==> config.mk <==
export PLATFORM = sky130hd
export DESIGN_NAME = aux_bit_sequencer
export DESIGN_NICKNAME = d
export VERILOG_FILES = /design/src/rtl/aux_seq_pkg.sv /design/src/rtl/wclk_rise_det.sv /design/src/rtl/aux_hold.sv /design/src/rtl/frame_ctr.sv /design/src/rtl/aux_lane.sv /design/src/rtl/aux_bit_sequencer.sv
export SDC_FILE = /design/constraint.sdc
export NUM_CORES = 1
export LEC_CHECK = 0
export BUFFER_PORTS_ARGS = -buffer_cell sky130_fd_sc_hd__buf_4
export CORE_AREA = 3 3 58 60
export CTS_CLUSTER_DIAMETER = 100
export CTS_CLUSTER_SIZE = 8
export DETAILED_ROUTE_END_ITERATION = 6
export DIE_AREA = 0 0 61 63
export HOLD_SLACK_MARGIN = 0.03
export PLACE_DENSITY = 0.75
export SLEW_MARGIN = 20
export SYNTH_ARGS = -nofsm -noshare
export SYNTH_HDL_FRONTEND = slang
export SYNTH_SLANG_ARGS = --single-unit
==> constraint.sdc <==
create_clock -name clk -period 2.3 [get_ports clk]
set_input_delay 0.345 -clock clk [delete_from_list [all_inputs] [get_ports clk]]
set_output_delay 0.345 -clock clk [all_outputs]
set_load 0.005 [all_outputs]
==> src/rtl/aux_seq_pkg.sv <==
`timescale 1ns/1ps
// Package: shared types for the auxiliary bit output sequencer.
// Assumes: exactly two channel pairs, which matches the top-level port list.
package aux_seq_pkg;
    localparam int NPAIRS = 2;

    // Per-frame auxiliary bits of one pair.
    typedef struct packed {
        logic v;
        logic u;
        logic c;
    } vuc_t;

    // Registered output set of one pair.
    typedef struct packed {
        vuc_t bits;
        logic blk;
    } aux_out_t;
endpackage

==> src/rtl/wclk_rise_det.sv <==
`timescale 1ns/1ps
// Module: wclk_rise_det
// Flags the cycle in which the word clock is sampled high after being
// sampled low. Assumes wclk is already synchronous to clk.
module wclk_rise_det (
    input  logic clk,
    input  logic rst_n,
    input  logic wclk,
    output logic rise
);
    logic wclk_q;

    // Keep last cycle's word-clock level.
    always_ff @(posedge clk) begin
        if (!rst_n) begin
            wclk_q <= 1'b0;
        end else begin
            wclk_q <= wclk;
        end
    end

    assign rise = wclk & ~wclk_q;
endmodule

==> src/rtl/aux_hold.sv <==
`timescale 1ns/1ps
// Module: aux_hold
// Holds the most recent V/U/C bits of one pair and a pending block-start
// indication. It presents the values to use at a word-clock edge, and a
// strobe in the edge cycle bypasses the holding register.
// Assumes: the strobe is one cycle wide per frame.
module aux_hold
    import aux_seq_pkg::*;
(
    input  logic clk,
    input  logic rst_n,
    input  logic stb,
    input  vuc_t bits_in,
    input  logic blk_in,
    input  logic consume,
    output vuc_t bits_use,
    output logic blk_use
);
    vuc_t held_bits;
    logic blk_pend;

    // Capture bits on each strobe and accumulate block-start until consumed.
    always_ff @(posedge clk) begin
        if (!rst_n) begin
            held_bits <= '0;
            blk_pend  <= 1'b0;
        end else begin
            if (stb) begin
                held_bits <= bits_in;
            end
            if (consume) begin
                blk_pend <= 1'b0;
            end else if (stb && blk_in) begin
                blk_pend <= 1'b1;
            end
        end
    end

    // Select the live strobe over the held copy.
    always_comb begin
        bits_use = stb ? bits_in : held_bits;
        blk_use  = blk_pend | (stb & blk_in);
    end
endmodule

==> src/rtl/frame_ctr.sv <==
`timescale 1ns/1ps
// Module: frame_ctr
// Modulo-FRAMES frame counter for one pair. It advances on adv and restarts
// at zero when resync is set together with adv. It reports whether the
// value being loaded is zero.
// Assumes: FRAMES >= 2.
module frame_ctr #(
    parameter int FRAMES = 192
) (
    input  logic clk,
    input  logic rst_n,
    input  logic adv,
    input  logic resync,
    output logic zero_next
);
    localparam int CW = $clog2(FRAMES);
    localparam logic [CW-1:0] LAST = CW'(FRAMES - 1);

    logic [CW-1:0] cnt;
    logic [CW-1:0] cnt_nxt;

    // Next count: restart on resync, otherwise wrap at the last frame.
    always_comb begin
        if (resync || cnt == LAST) begin
            cnt_nxt = '0;
        end else begin
            cnt_nxt = cnt + 1'b1;
        end
    end

    // Load the next count at each word-clock edge.
    always_ff @(posedge clk) begin
        if (!rst_n) begin
            cnt <= '0;
        end else if (adv) begin
            cnt <= cnt_nxt;
        end
    end

    assign zero_next = (cnt_nxt == '0);
endmodule

==> src/rtl/aux_lane.sv <==
`timescale 1ns/1ps
// Module: aux_lane
// One channel pair: bit holding, frame counting and the output register.
// The output register loads bits and flag together on a word-clock edge
// and is forced low while the AES/EBU format is selected.
module aux_lane
    import aux_seq_pkg::*;
#(
    parameter int FRAMES = 192
) (
    input  logic     clk,
    input  logic     rst_n,
    input  logic     rise,
    input  logic     fmt_aes,
    input  logic     stb,
    input  vuc_t     bits_in,
    input  logic     blk_in,
    output aux_out_t out
);
    vuc_t bits_use;
    logic blk_use;
    logic zero_next;

    aux_hold u_hold (
        .clk      (clk),
        .rst_n    (rst_n),
        .stb      (stb),
        .bits_in  (bits_in),
        .blk_in   (blk_in),
        .consume  (rise),
        .bits_use (bits_use),
        .blk_use  (blk_use)
    );

    frame_ctr #(.FRAMES(FRAMES)) u_ctr (
        .clk       (clk),
        .rst_n     (rst_n),
        .adv       (rise),
        .resync    (blk_use),
        .zero_next (zero_next)
    );

    // Output register: cleared in the AES/EBU format, loaded on edges otherwise.
    always_ff @(posedge clk) begin
        if (!rst_n) begin
            out <= '0;
        end else if (fmt_aes) begin
            out <= '0;
        end else if (rise) begin
            out.bits <= bits_use;
            out.blk  <= zero_next;
        end
    end
endmodule

==> src/rtl/aux_bit_sequencer.sv <==
`timescale 1ns/1ps
// Module: aux_bit_sequencer (top)
// Drives per-pair V/U/C and block-start pins aligned to the word clock for
// two channel pairs. Assumes all inputs are synchronous to clk.
module aux_bit_sequencer
    import aux_seq_pkg::*;
#(
    parameter int FRAMES = 192
) (
    input  logic clk,
    input  logic rst_n,
    input  logic wclk,
    input  logic fmt_aes,
    input  logic pa_frame_stb,
    input  logic pa_val,
    input  logic pa_usr,
    input  logic pa_cst,
    input  logic pa_blk_start,
    input  logic pb_frame_stb,
    input  logic pb_val,
    input  logic pb_usr,
    input  logic pb_cst,
    input  logic pb_blk_start,
    output logic pa_val_o,
    output logic pa_usr_o,
    output logic pa_cst_o,
    output logic pa_blk_o,
    output logic pb_val_o,
    output logic pb_usr_o,
    output logic pb_cst_o,
    output logic pb_blk_o
);
    logic     rise;
    logic     stb_v [NPAIRS];
    vuc_t     bits_v[NPAIRS];
    logic     blk_v [NPAIRS];
    aux_out_t out_v [NPAIRS];

    wclk_rise_det u_edge (
        .clk   (clk),
        .rst_n (rst_n),
        .wclk  (wclk),
        .rise  (rise)
    );

    // Gather the per-pair input pins into arrays.
    always_comb begin
        stb_v[0]  = pa_frame_stb;
        bits_v[0] = '{v: pa_val, u: pa_usr, c: pa_cst};
        blk_v[0]  = pa_blk_start;
        stb_v[1]  = pb_frame_stb;
        bits_v[1] = '{v: pb_val, u: pb_usr, c: pb_cst};
        blk_v[1]  = pb_blk_start;
    end

    for (genvar p = 0; p < NPAIRS; p++) begin : g_lane
        aux_lane #(.FRAMES(FRAMES)) u_lane (
            .clk     (clk),
            .rst_n   (rst_n),
            .rise    (rise),
            .fmt_aes (fmt_aes),
            .stb     (stb_v[p]),
            .bits_in (bits_v[p]),
            .blk_in  (blk_v[p]),
            .out     (out_v[p])
        );
    end

    // Spread the per-pair output sets onto the pins.
    always_comb begin
        pa_val_o = out_v[0].bits.v;
        pa_usr_o = out_v[0].bits.u;
        pa_cst_o = out_v[0].bits.c;
        pa_blk_o = out_v[0].blk;
        pb_val_o = out_v[1].bits.v;
        pb_usr_o = out_v[1].bits.u;
        pb_cst_o = out_v[1].bits.c;
        pb_blk_o = out_v[1].blk;
    end
endmodule

==> metrics.txt, run 1 <==
I/O pin count=22; Post-synth EDFFs=0; initial antenna violation count=0; fill cell count=261; Slew @ Worst Pin=438 ps; Core Area=2980 µm²; Avg Cell Area, Syn=8.86 µm²; routed wire length=between 3000 and 4000 µm; routed via count=1342; crit path max fanout=10; Die Wd=between 60 and 70 µm; nature of the critical path endpoint=flip-flop; ant diodes=0; Tmin final=between 1500 and 2000 ps; Synth Flop Type=dfxtp_1; Reg clk slew, reported paths=100 ps; clk root buf=clkbuf_4; Power Total=1.04 mW; # rows=20; Cell Area, Synth=1590 µm²; category of the most critical setup path=flip-flop to flip-flop; Layout Cell Area excl Fill=1800 µm²; Remaining DRCs=0; #FFs+latches synth=33; period utilisation layout=0.834; setup_tns=0 ps; Final Hold Vio Count=0; CP arrival=2140 ps; Final Slew Violations=0; Max VDD drop=between 0.0003 and 0.0004 V; PostCTS Resize Cnt=0; H-Tree Depth=2; fmax=around 520 MHz; Worst Path Required=2520 ps; ys async rst share=0; vias in the first global route=1273; Static Leakage=0.723 nW; DP HPWL=2320 µm; clk_skew=4.45 ps; # port buffers=21; Clock Latency Late Sink=330 ps; largest net degree at the start of global routing=17; routed wire length per instance=13.7 µm; Antenna Nets Post-Route=0; drt first pass iters=4; fin util=0.604; Max-cap violations=0; CTS Buf Count=5; GR Overflow Total=0; Post-CTS Setup Repair Bufs=0; Yosys Warn Count=0; initial core utilization=0.535; share of cells above drive strength 1=0.165; post-synthesis sequential area ratio=0.414; hold_buf cts=0; Layout Nets=215; chip height=around 63 µm; GRT Total Usage=0.187; RSZ-0062 raised after global routing=no; status=finished, final reports clean; global-route wire length before repair=5490 µm; crit start category=flip-flop; Vias/cell=~5.8; Hold Path Class=input pin to flip-flop; GPL Wtd Cong=approximately 0.81; full die area=slightly below 4000 µm²; DR iter-0 viols=81; Syn-to-layout area delta=12.8%; Final setup viols=0; CTS sink cnt=33; Synth Net Count=a little under 200; distinct cell type count after synthesis=46; area of placed instances=about 1700 µm²; CTS tree=done; Mapped Cells=180; Slew headroom=0.704; CTS max path bufs=2; Pwr Density=577 nW/µm²
per-layer routing:
layer | up-vias | GRT usage | part of all wire
met2 | 26 | 0.298 | 0.48
met5 | - | 0 | 0
met4 | 0 | 0.0623 | 0.015
met1 | 622 | 0.231 | 0.47
met3 | 7 | 0.0640 | 0.040
li1 | 687 | - | -
cells in the final DEF (no fill, tap or decap), types with 3 or more instances in the layout:
| cell type | count |
|---|---|
| a21oi_1 | 6 |
| nand2_1 | 12 |
| and2_1 | 6 |
| xor2_1 | 5 |
| clkbuf_4 | 5 |
| nor2b_1 | 8 |
| dfxtp_1 | 33 |
| a22o_1 | 3 |
| inv_1 | 3 |
| nand3_1 | 6 |
| o21ai_1 | 7 |
| buf_4 | 23 |
| nor2_1 | 17 |
| a211oi_1 | 7 |
| o21ai_0 | 3 |
| nand2b_1 | 4 |
| a31oi_1 | 5 |
| a21o_1 | 3 |
| xnor2_1 | 4 |
| mux2i_1 | 6 |
cell usage after synthesis (all sizes together) (2+ instances only):
| cell type | n | area, µm² |
|---|---|---|
| a211oi | 7 | 52.6 |
| a21o | 3 | 22.5 |
| a21oi | 6 | 30.0 |
| a22o | 3 | 26.3 |
| a31oi | 5 | 31.3 |
| and2 | 6 | 37.5 |
| and3 | 2 | 12.5 |
| and4 | 2 | 17.5 |
| buf | 6 | 42.5 |
| clkbuf | 5 | 18.8 |
| dfxtp | 33 | 661 |
| ha | 2 | 25.0 |
| inv | 3 | 11.3 |
| mux2i | 6 | 60.1 |
| nand2 | 12 | 45.0 |
| nand2b | 4 | 25.0 |
| nand3 | 7 | 40.0 |
| nand3b | 2 | 15.0 |
| nor2 | 17 | 63.8 |
| nor2b | 8 | 50.1 |
| nor3 | 2 | 15.0 |
| nor3b | 2 | 15.0 |
| nor4b | 2 | 17.5 |
| o21ai | 10 | 50.0 |
| o41ai | 2 | 17.5 |
| or3 | 2 | 12.5 |
| xnor2 | 4 | 35.0 |
| xor2 | 5 | 43.8 |
registers in the layout (all words and copies together) (netlist names):
register,cells
g_lane.u_lane.out,8
g_lane.u_lane.u_hold.blk_pend,2
g_lane.u_lane.u_hold.held_bits,6
g_lane.u_lane.u_ctr.cnt,16
u_edge.wclk_q,1
area by class of cell:
| cell class | count | area (µm²) | share of cell area |
|---|---|---|---|
| inverters | 3 | 11.3 | 0.00626 |
| well taps | 33 | 41.3 | 0.0230 |
| multi-input cells | 133 | 861 | 0.479 |
| repair buffers | 23 | 173 | 0.0960 |
| clock inverters | 2 | 10.0 | 0.00557 |
| flip-flops and latches | 33 | 661 | 0.367 |
| clock buffers | 6 | 41.3 | 0.0230 |
worst max-delay path, cell delays in order, from the launching register on:
cell and delay (ps):
dfxtp_1 420, ha_1 290, nand3_2 140, o31a_1 330, and3_1 290, a41oi_1 270, a31oi_1 60
through the flow:
stage / instances / hold WS (ps) / setup WS (ps)
after global placement: 225 / 469 / 511
after detailed placement: 225 / 478 / 405
after global routing: 233 / 234 / 226
final: 233 / 227 / 381
after floorplan: 180 / 450 / 589
after CTS: 233 / 216 / 386
power breakdown:
group	leakage [nW]	total, mW	switching [mW]	internal (mW)
sequential	0.269	0.604	0.0135	0.591
combinational	0.422	0.118	0.0618	0.0560
clock	0.0320	0.315	0.199	0.116
path summary, 6_finish.rpt:
| kind | from | to | slack, ps | depth (start not counted) |
|---|---|---|---|---|
| max | g_lane[1].u_lane.u_ctr.cnt[0] | g_lane[1].u_lane.u_ctr.cnt[4] | 380 | 6 |
| min | wclk | u_edge.wclk_q | 230 | 2 |
| max reg2reg | g_lane[1].u_lane.u_ctr.cnt[0] | g_lane[1].u_lane.u_ctr.cnt[4] | 380 | 6 |
| min reg2reg | g_lane[1].u_lane.u_hold.blk_pend | g_lane[1].u_lane.u_hold.blk_pend | 500 | 2 |
cell families (layout without fill, tap and decap cells):
group | count (synthesis) | count (layout) | synth area share
fa+ha+maj | 2 | 2 | 0.0157
mux | 7 | 7 | 0.0447
flops | 33 | 33 | 0.414
xor+xnor | 9 | 9 | 0.0494
buf+inv | 14 | 34 | 0.0455
simple gates | 71 | 71 | 0.243
compound gates | 44 | 44 | 0.187
No activity file was read; power rests on OpenSTA's default activity.
==> run 2: changes to the inputs <==
--- a/config.mk
+++ b/config.mk
@@ -6,13 +6,13 @@
 export NUM_CORES = 1
 export LEC_CHECK = 0
 export BUFFER_PORTS_ARGS = -buffer_cell sky130_fd_sc_hd__buf_4
-export CORE_AREA = 3 3 58 60
+export CORE_AREA = 3 3 61 63
 export CTS_CLUSTER_DIAMETER = 100
 export CTS_CLUSTER_SIZE = 8
 export DETAILED_ROUTE_END_ITERATION = 6
-export DIE_AREA = 0 0 61 63
+export DIE_AREA = 0 0 64 66
 export HOLD_SLACK_MARGIN = 0.03
-export PLACE_DENSITY = 0.75
+export PLACE_DENSITY = 0.71
 export SLEW_MARGIN = 20
 export SYNTH_ARGS = -nofsm -noshare
 export SYNTH_HDL_FRONTEND = slang
==> constraint.sdc (replaced) <==
create_clock -name clk -period 1.7 [get_ports clk]
set_input_delay 0.255 -clock clk [delete_from_list [all_inputs] [get_ports clk]]
set_output_delay 0.255 -clock clk [all_outputs]
set_load 0.005 [all_outputs]
==> run 2 against run 1 <==
Clock power is 19% higher. Utilization is 2.4 points lower. Die area rose by 9.9%. Sequential share of layout area fell by 1.9 points. Combinational power increased by 53%. Clock skew down 0.67 ps. Critical endpoint unchanged. Largest power group unchanged.
==> metrics.txt, run 2 (synthesized netlist as in run 1, its figures left out) <==
I/O pin count=22; H-Tree Depth=2; Remaining DRCs=0; Static Leakage=between 0.7 and 0.8 nW; Gate power share=0.132; Clock Latency Late Sink=slightly above 300 ps; crit start category=flip-flop; Biggest register=g_lane.u_lane.u_ctr.cnt; Final Slew Violations=0; # port buffers=21; crit path max fanout=10; CTS sink cnt=33; Crit-path slowest cell=dfxtp_1; ant diodes=0; Reg-to-Reg End=g_lane[1].u_lane.u_ctr.cnt[4]; clk root buf=clkbuf_4; share of cells above drive strength 1=0.231; routed wire length per instance=13.2 µm; Antenna Nets Post-Route=0; Final Hold Vio Count=0; internal power=between 1 and 1.5 mW; Slew headroom=0.746; r2r worst-path depth=6; Die Wd=64 µm; commonest non-fill, non-tap cells in the layout=buf_4, dfxtp_1, nor2_1; Tmin final=1590 ps; GR Overflow Total=0; Max-cap violations=0; Final WS setup=~110 ps; placed cell count=248; R2R setup slack=110 ps; Worst Hold Path Cells=2; clk_skew=3.77 ps; chip height=66 µm; nature of the critical path endpoint=flip-flop; routed wire length=~3300 µm; Pwr Density=slightly above 700 nW/µm²; DR iter-0 viols=96; Sw Pwr=between 0.3 and 0.4 mW; GRT Total Usage=0.168; Sw Ratio=0.248; Final setup viols=0; CTS max path bufs=2; global-route wire length before repair=5580 µm; multi-input logic area=883 µm²; period utilisation layout=0.934; fin util=0.580; drt first pass iters=4; biggest regs=g_lane.u_lane.u_ctr.cnt: 16 flops, g_lane.u_lane.out: 8 flops, g_lane.u_lane.u_hold.held_bits: 6 flops; Hold Path Class=input pin to flip-flop; min-delay src=wclk; hold_buf cts=0; final cell count without fillers=254; initial antenna violation count=0; routed via count=1404; Reg clk slew, reported paths=90 ps; WHS Endpoint=u_edge.wclk_q; setup_tns=0 ps; Worst R2R Start=g_lane[1].u_lane.u_ctr.cnt[0]; DP HPWL=2540 µm; slowest stage delay, CP=350 ps; Post-CTS Setup Repair Bufs=0; vias in the first global route=1264; fill cell count=around 310; full die area=4220 µm²; CTS tree=done; max reg flops=16; Worst Path Required=approximately 1900 ps; # rows=21; initial core utilization=0.485; Core Area=about 3300 µm²; Syn-to-layout area delta=19.5%; register area=663 µm²; clock power share=0.274; delay-heaviest family, CP=compound AO/OA/AOI/OAI gates; Layout Nets=225; fmax=630 MHz; Vias/cell=5.53; Final Hold Slack=168 ps; category of the most critical setup path=flip-flop to flip-flop; CTS Buf Count=5; largest net degree at the start of global routing=17; CP arrival=~1800 ps; crit path cell chain=ha_2 -> nand3_2 -> o31a_1 -> and3_4 -> a41oi_2 -> a31oi_1; most common cell after layout, fill and taps aside=buf_4; status=finished, final reports clean; Max VDD drop=around 0.00075 V; Slew @ Worst Pin=382 ps; worst slack, placed=-9.98 ps; Seq pwr share=0.594; GPL Wtd Cong=about 0.9; CP bufs+invs=0
[run 2: cell count changes in the layout (fill, tap and decap cells not counted), sizes merged]
| cell | before | now |
|---|---|---|
| clkbuf | 6 | 5 |
| clkinv | 2 | 1 |
| buf | 23 | 33 |
[run 2: worst max path at each step]
stage / end / slack (ps) / cells after the start / from
floorplan: g_lane[1].u_lane.u_ctr.cnt[4] / 10 / 7 / g_lane[1].u_lane.u_ctr.cnt[0]
finish: g_lane[1].u_lane.u_ctr.cnt[4] / 110 / 6 / g_lane[1].u_lane.u_ctr.cnt[0]
CTS: g_lane[1].u_lane.u_ctr.cnt[4] / 0.5 / 6 / g_lane[1].u_lane.u_ctr.cnt[0]
detailed placement: g_lane[1].u_lane.u_ctr.cnt[4] / -10 / 6 / g_lane[1].u_lane.u_ctr.cnt[0]
global placement: g_lane[1].u_lane.u_ctr.cnt[4] / 70 / 6 / g_lane[1].u_lane.u_ctr.cnt[0]
global route: g_lane[1].u_lane.u_ctr.cnt[7] / -10 / 7 / g_lane[1].u_lane.u_ctr.cnt[0]
[run 2: cell type report]
cell class / instances / share of cell area
well taps: 46 / 0.0302
inverters: 3 / 0.00591
repair buffers: 33 / 0.130
clock buffers: 5 / 0.0197
clock inverters: 1 / 0.00263
multi-input cells: 133 / 0.464
flip-flops and latches: 33 / 0.348
[run 2: per-stage QoR]
| step | instance area [µm²] | total power, mW |
|---|---|---|
| 3_5_place_dp | 1840 | 1.01 |
| 3_3_place_gp | 1840 | 1.00 |
| 4_1_cts | 1880 | 1.38 |
| 5_1_grt | 1910 | 1.45 |
| 2_1_floorplan | 1600 | 0.935 |
| 6_report | 1910 | 1.37 |
[run 2: power groups by stage]
stage          combinational, mW  clock, mW  sequential (mW)
3_3_place_gp               0.170          0            0.830
3_5_place_dp               0.179          0            0.831
4_1_cts                    0.179      0.390            0.813
2_1_floorplan              0.104          0            0.830
6_report                   0.181      0.376            0.814
5_1_grt                    0.201      0.434            0.818
[run 2: per-layer routing]
layer / share of wire / global-route usage
met1: 0.46 / 0.207
met2: 0.50 / 0.288
met3: 0.037 / 0.0476
met4: 0.0057 / 0.0431
met5: 0 / 0
[run 2: what timing repair did]
item	CTS	global route
gates resized for setup	1	5
gates cloned	0	0
setup endpoints to repair	1	7
pin swaps	0	1
